[src/rtl/fpu_flag_pkg.sv]
package fpu_flag_pkg;
  localparam int STAT_W = 13;
  localparam int CSR_W  = 9;
  localparam int NFLAG  = CSR_W - 1;

  // status vector bit positions
  localparam int ST_SNAN = 0;
  localparam int ST_QNAN = 1;
  localparam int ST_ISI  = 2;
  localparam int ST_IDI  = 3;
  localparam int ST_ZDZ  = 4;
  localparam int ST_IMZ  = 5;
  localparam int ST_CVI  = 6;
  localparam int ST_CMP  = 7;
  localparam int ST_SQRT = 8;
  localparam int ST_OVF  = 9;
  localparam int ST_UNF  = 10;
  localparam int ST_DZ   = 11;
  localparam int ST_IX   = 12;
  localparam int N_INV   = ST_SQRT - ST_SNAN + 1;

  localparam int C_EN = 0;

  // packs to csr[8:1], inv at lsb
  typedef struct packed {
    logic ix;
    logic dz;
    logic inf;
    logic unf;
    logic ovf;
    logic qnan;
    logic snan;
    logic inv;
  } flags_t;
endpackage

[src/rtl/fpu_cause_decode.sv]
module fpu_cause_decode
  import fpu_flag_pkg::*;
(
  input  logic [STAT_W-1:0] status_i,
  output flags_t            flags_o
);
  logic [N_INV-1:0] inv_hits;

  genvar g;
  generate
    for (g = 0; g < N_INV; g++) begin : g_inv
      assign inv_hits[g] = status_i[ST_SNAN + g];
    end
  endgenerate

  always_comb begin
    flags_o      = '0;
    flags_o.inv  = |inv_hits;
    flags_o.snan = status_i[ST_SNAN];
    flags_o.qnan = status_i[ST_QNAN];
    flags_o.inf  = status_i[ST_ISI] | status_i[ST_IDI];
    flags_o.ovf  = status_i[ST_OVF];
    flags_o.unf  = status_i[ST_UNF];
    flags_o.dz   = status_i[ST_DZ];
    flags_o.ix   = status_i[ST_IX];
  end
endmodule

[src/rtl/fpu_flag_reg.sv]
module fpu_flag_reg
  import fpu_flag_pkg::*;
(
  input  logic             clk_i,
  input  logic             rst_ni,
  input  logic             set_en_i,
  input  flags_t           set_i,
  input  logic             we_i,
  input  logic [CSR_W-1:0] wdata_i,
  output logic             en_o,
  output flags_t           flags_o
);
  logic   en_q;
  flags_t flags_q;

  // software write wins over a same-cycle set
  always_ff @(posedge clk_i or negedge rst_ni) begin
    if (!rst_ni) begin
      en_q    <= 1'b0;
      flags_q <= '0;
    end else if (we_i) begin
      en_q    <= wdata_i[C_EN];
      flags_q <= flags_t'(wdata_i[CSR_W-1:1]);
    end else if (set_en_i) begin
      flags_q <= flags_q | set_i;
    end
  end

  assign en_o    = en_q;
  assign flags_o = flags_q;
endmodule

[src/rtl/fpu_exc_gen.sv]
module fpu_exc_gen #(
  parameter int PC_W = 32
) (
  input  logic            clk_i,
  input  logic            rst_ni,
  input  logic            fire_i,
  input  logic [PC_W-1:0] pc_i,
  output logic            req_o,
  output logic [PC_W-1:0] pc_o
);
  logic            req_q;
  logic [PC_W-1:0] pc_q;

  always_ff @(posedge clk_i or negedge rst_ni) begin
    if (!rst_ni) begin
      req_q <= 1'b0;
      pc_q  <= '0;
    end else begin
      req_q <= fire_i;
      if (fire_i) pc_q <= pc_i;
    end
  end

  assign req_o = req_q;
  assign pc_o  = pc_q;
endmodule

[src/rtl/fpu_flag_accum.sv]
module fpu_flag_accum
  import fpu_flag_pkg::*;
#(
  parameter int PC_W = 32
) (
  input  logic              clk_i,
  input  logic              rst_ni,
  input  logic              res_valid_i,
  input  logic [STAT_W-1:0] status_i,
  input  logic [PC_W-1:0]   insn_pc_i,
  input  logic              csr_we_i,
  input  logic [CSR_W-1:0]  csr_wdata_i,
  output logic [CSR_W-1:0]  csr_o,
  output logic              exc_req_o,
  output logic [PC_W-1:0]   exc_pc_o
);
  flags_t new_flags, cur_flags, merged;
  logic   en, accept, fire;

  fpu_cause_decode u_dec (
    .status_i (status_i),
    .flags_o  (new_flags)
  );

  assign accept = res_valid_i & en;
  assign merged = cur_flags | new_flags;
  // decision uses pre-write state
  assign fire   = accept & (|merged);

  fpu_flag_reg u_reg (
    .clk_i   (clk_i),
    .rst_ni  (rst_ni),
    .set_en_i(accept),
    .set_i   (new_flags),
    .we_i    (csr_we_i),
    .wdata_i (csr_wdata_i),
    .en_o    (en),
    .flags_o (cur_flags)
  );

  fpu_exc_gen #(.PC_W(PC_W)) u_exc (
    .clk_i (clk_i),
    .rst_ni(rst_ni),
    .fire_i(fire),
    .pc_i  (insn_pc_i),
    .req_o (exc_req_o),
    .pc_o  (exc_pc_o)
  );

  assign csr_o = {cur_flags, en};
endmodule

[config.mk]
export PLATFORM = sky130hd
export DESIGN_NAME = fpu_flag_accum
export DESIGN_NICKNAME = d
export VERILOG_FILES = /design/src/rtl/fpu_flag_pkg.sv /design/src/rtl/fpu_cause_decode.sv /design/src/rtl/fpu_flag_reg.sv /design/src/rtl/fpu_exc_gen.sv /design/src/rtl/fpu_flag_accum.sv
export SDC_FILE = /design/constraint.sdc
export NUM_CORES = 1
export LEC_CHECK = 0
export BUFFER_PORTS_ARGS = -buffer_cell sky130_fd_sc_hd__buf_2
export CAP_MARGIN = 10
export CORE_MARGIN = 10
export CORE_UTILIZATION = 46
export CTS_CLUSTER_DIAMETER = 100
export DETAILED_ROUTE_END_ITERATION = 16
export PLACE_DENSITY_LB_ADDON = 0.05
export SYNTH_ARGS = -nofsm -noshare
export SYNTH_HDL_FRONTEND = slang
export SYNTH_SLANG_ARGS = --single-unit
[constraint.sdc]
create_clock -name clk_i -period 3.1 [get_ports clk_i]
set_input_delay 0.31 -clock clk_i [delete_from_list [all_inputs] [get_ports clk_i]]
set_output_delay 0.31 -clock clk_i [all_outputs]
set_load 0.1 [all_outputs]
==> flow_summary.yaml <==
status:
  status: "finished, final reports clean"
synth:
  synth_top_cell_by_area: "dfrtp_1"
  syn-num-nets: 176
  synthCells: 118
  ys.flop_type: "dfrtp_1"
  ys_ff_latch: 42
  synth.most_common_cell: "dfrtp_1"
  synth_area_leaders: "dfrtp_1, mux2_2, o21ai_0, buf_6, a21oi_1"
  yosysWarnings: 0
  avgSynthCellArea_um2: 14.12
  syn_area_mm2: 0.001667
  synth_commonest_cells: "dfrtp_1, mux2_2, nand2_1, o21ai_0, a21oi_1"
  yosysTopAreaCellShare_pct: 63.06
  yosysSeqAreaShare_pct: 63.06
  yosysUniqueCellTypes: 19
  synth_edf_count: 0
  async_flop_share_pct: 100.0
pwr:
  max-vdd-ir-drop_uv: 487.3
  leakagePower_uw: 0.001135
  pwr_density_cell_mw_per_mm2: 896.1
worst_setup_path:
  required_ns: 3.33
  startpoint_type: "flip-flop"
  rrSetupSlack_ns: 1.02
  worstReg2RegEnd: "u_exc.pc_o[15]"
  worst-path-max-fanout: 22
  critPathArrivalTime_ns: 2.31
  reg2reg_depth: 5
  reg2reg_from: "u_reg.flags_o[6]"
  crit_type: "flip-flop to flip-flop"
  cp-end-kind: "flip-flop"
floorplan:
  die_y_um: 80.19
  die_area_mm2: 0.006430
  io-pin-count: 100
  die_w_um: 80.19
  rows: 21
  start_util_pct: 48.79
  core_mm2: 0.003416
clock_network:
  cts_setup_buffers: 0
  clk_latency_ns: 0.34
  cts_tree: "yes"
  htree_levels: 2
  cts_root_buf: "clkbuf_4"
  cts_made_buffers: 5
  cts_max_path_buffers: 2
  cts_resized: 0
  cts.clk_slew.worst_paths_ns: 0.12
  cts.sinks: 42
  cts_hold_buf: 0
timing:
  slew_violations: 0
  min_period_ns: 2.085
  timing.setup.tns_ns: 0
  slew-limit-headroom_pct: 41.19
  min_period_over_period_pct: 67.25
  holdWs_ns: 0.07950
  rsz0062_at_grt: "no"
  finalHoldViolCount: 0
  setup_viol: 0
  worst_slew_pin_slew_ns: 0.8821
  clock_skew_ns: 0.007507
  max_freq_ghz: 0.4797
global_route:
  grt_pass1_vias: 1397
  grt_max_degree: 43
  overflow: 0
  grt_pass1_wl_mm: 6.693
  antenna_found_initial: 0
  grt_usage_pct: 13.19
flow_run:
  cap_viol_max_count: 0
final_layout:
  synthToLayoutAreaGrowth_pct: 34.91
  diodes: 0
  fin_util_pct: 65.82
  drive_gt1_share_pct: 63.01
  fin_nets: 276
detailed_routing:
  drt_iter0_drc: 78
  first_pass_iters: 4
  ant_nets: 0
  drc_errors: 0
  avgViaCountPerCell: 4.808
  wire_per_inst_um: 15.91
  wl_mm: 4.216
  vias: 1274
placed_design:
  gp_congestion: 0.7828
  port-buffer-count: 99
  dp_hpwl_mm: 3.451
min_path:
  hold_class: "input pin to async pin"
## report_power, final
part / switching, uW / internal, uW / leakage (uW)
registers: 45.1 / 642 / 0.000496
logic: 829 / 167 / 0.000599
clock network: 161 / 171 / 0.0000395
total: 1040 / 980 / 0.00113
## worst max-delay path, cell delays in order (launching register included)
cell,delay (ns)
dfrtp_1,0.41
nor4_1,0.29
nand3_1,0.17
o21ai_4,0.37
buf_4,0.35
mux2_2,0.37
## worst max path at each step
stage | from | to
floorplan | u_reg.flags_o[3] | u_exc.pc_o[0]
global placement | status_i[9] | u_exc.pc_o[19]
detailed placement | status_i[0] | u_exc.pc_o[25]
CTS | u_reg.flags_o[6] | u_exc.pc_o[25]
global route | u_reg.flags_o[6] | u_exc.pc_o[25]
finish | u_reg.flags_o[6] | u_exc.pc_o[15]
## cells by family (layout without fill, tap and decap cells)
family                 after synthesis  after routing  share of synthesized area, %
flip-flops                          42             42                         63.06
multiplexers                        34             34                         22.90
AND/OR/NAND/NOR                     19             19                         5.406
AO/OA/AOI/OAI                       15             15                         5.181
buffers and inverters                8            109                         3.453
## stage by stage
stage | std cells | cell area [um2] | setup WS [ns] | power (uW)
after CTS | 265 | 2248 | 0.9770 | 2037
after floorplan | 118 | 1667 | 0.9941 | 1522
final | 265 | 2248 | 1.015 | 2015
after global placement | 257 | 2173 | 0.9962 | 1688
after global routing | 265 | 2248 | 0.7756 | 2106
after detailed placement | 257 | 2173 | 0.9335 | 1705
## cells in the final DEF, fill, tap and decap left out
cell       instances
a21oi_1            6
and2_1             1
buf_2             99
buf_4              1
bufinv_16          1
clkbuf_1           2
clkbuf_4           5
dfrtp_1           42
inv_1              1
mux2_1             2
mux2_2            31
mux2i_1            1
nand2_1            8
nand3_1            2
nor2_1             2
nor2b_1            1
nor3_1             1
nor4_1             4
o21ai_0            8
o21ai_4            1
## area by class of cell
cell class,count,area (um2)
clock buffer,7,45.04
multi-input combinational,68,558.0
inverter,1,3.754
fill,292,1167
timing repair buffer,100,503.0
clock inverter,1,30.03
sequential,42,1051
tap,46,57.56
## layer usage
metal  track usage, %  part of all wire, %
met5                0                    0
met4            3.697                 0.47
met3            7.016                   11
met2            22.71                   51
met1            13.62                   38
## flip-flops by register name (all words and copies together), names as in the netlist
signal,cells
u_exc.req_o,1
u_reg.flags_o,8
u_exc.pc_o,32
u_reg.en_o,1
Note: power is estimated with default switching activity, not from simulation.
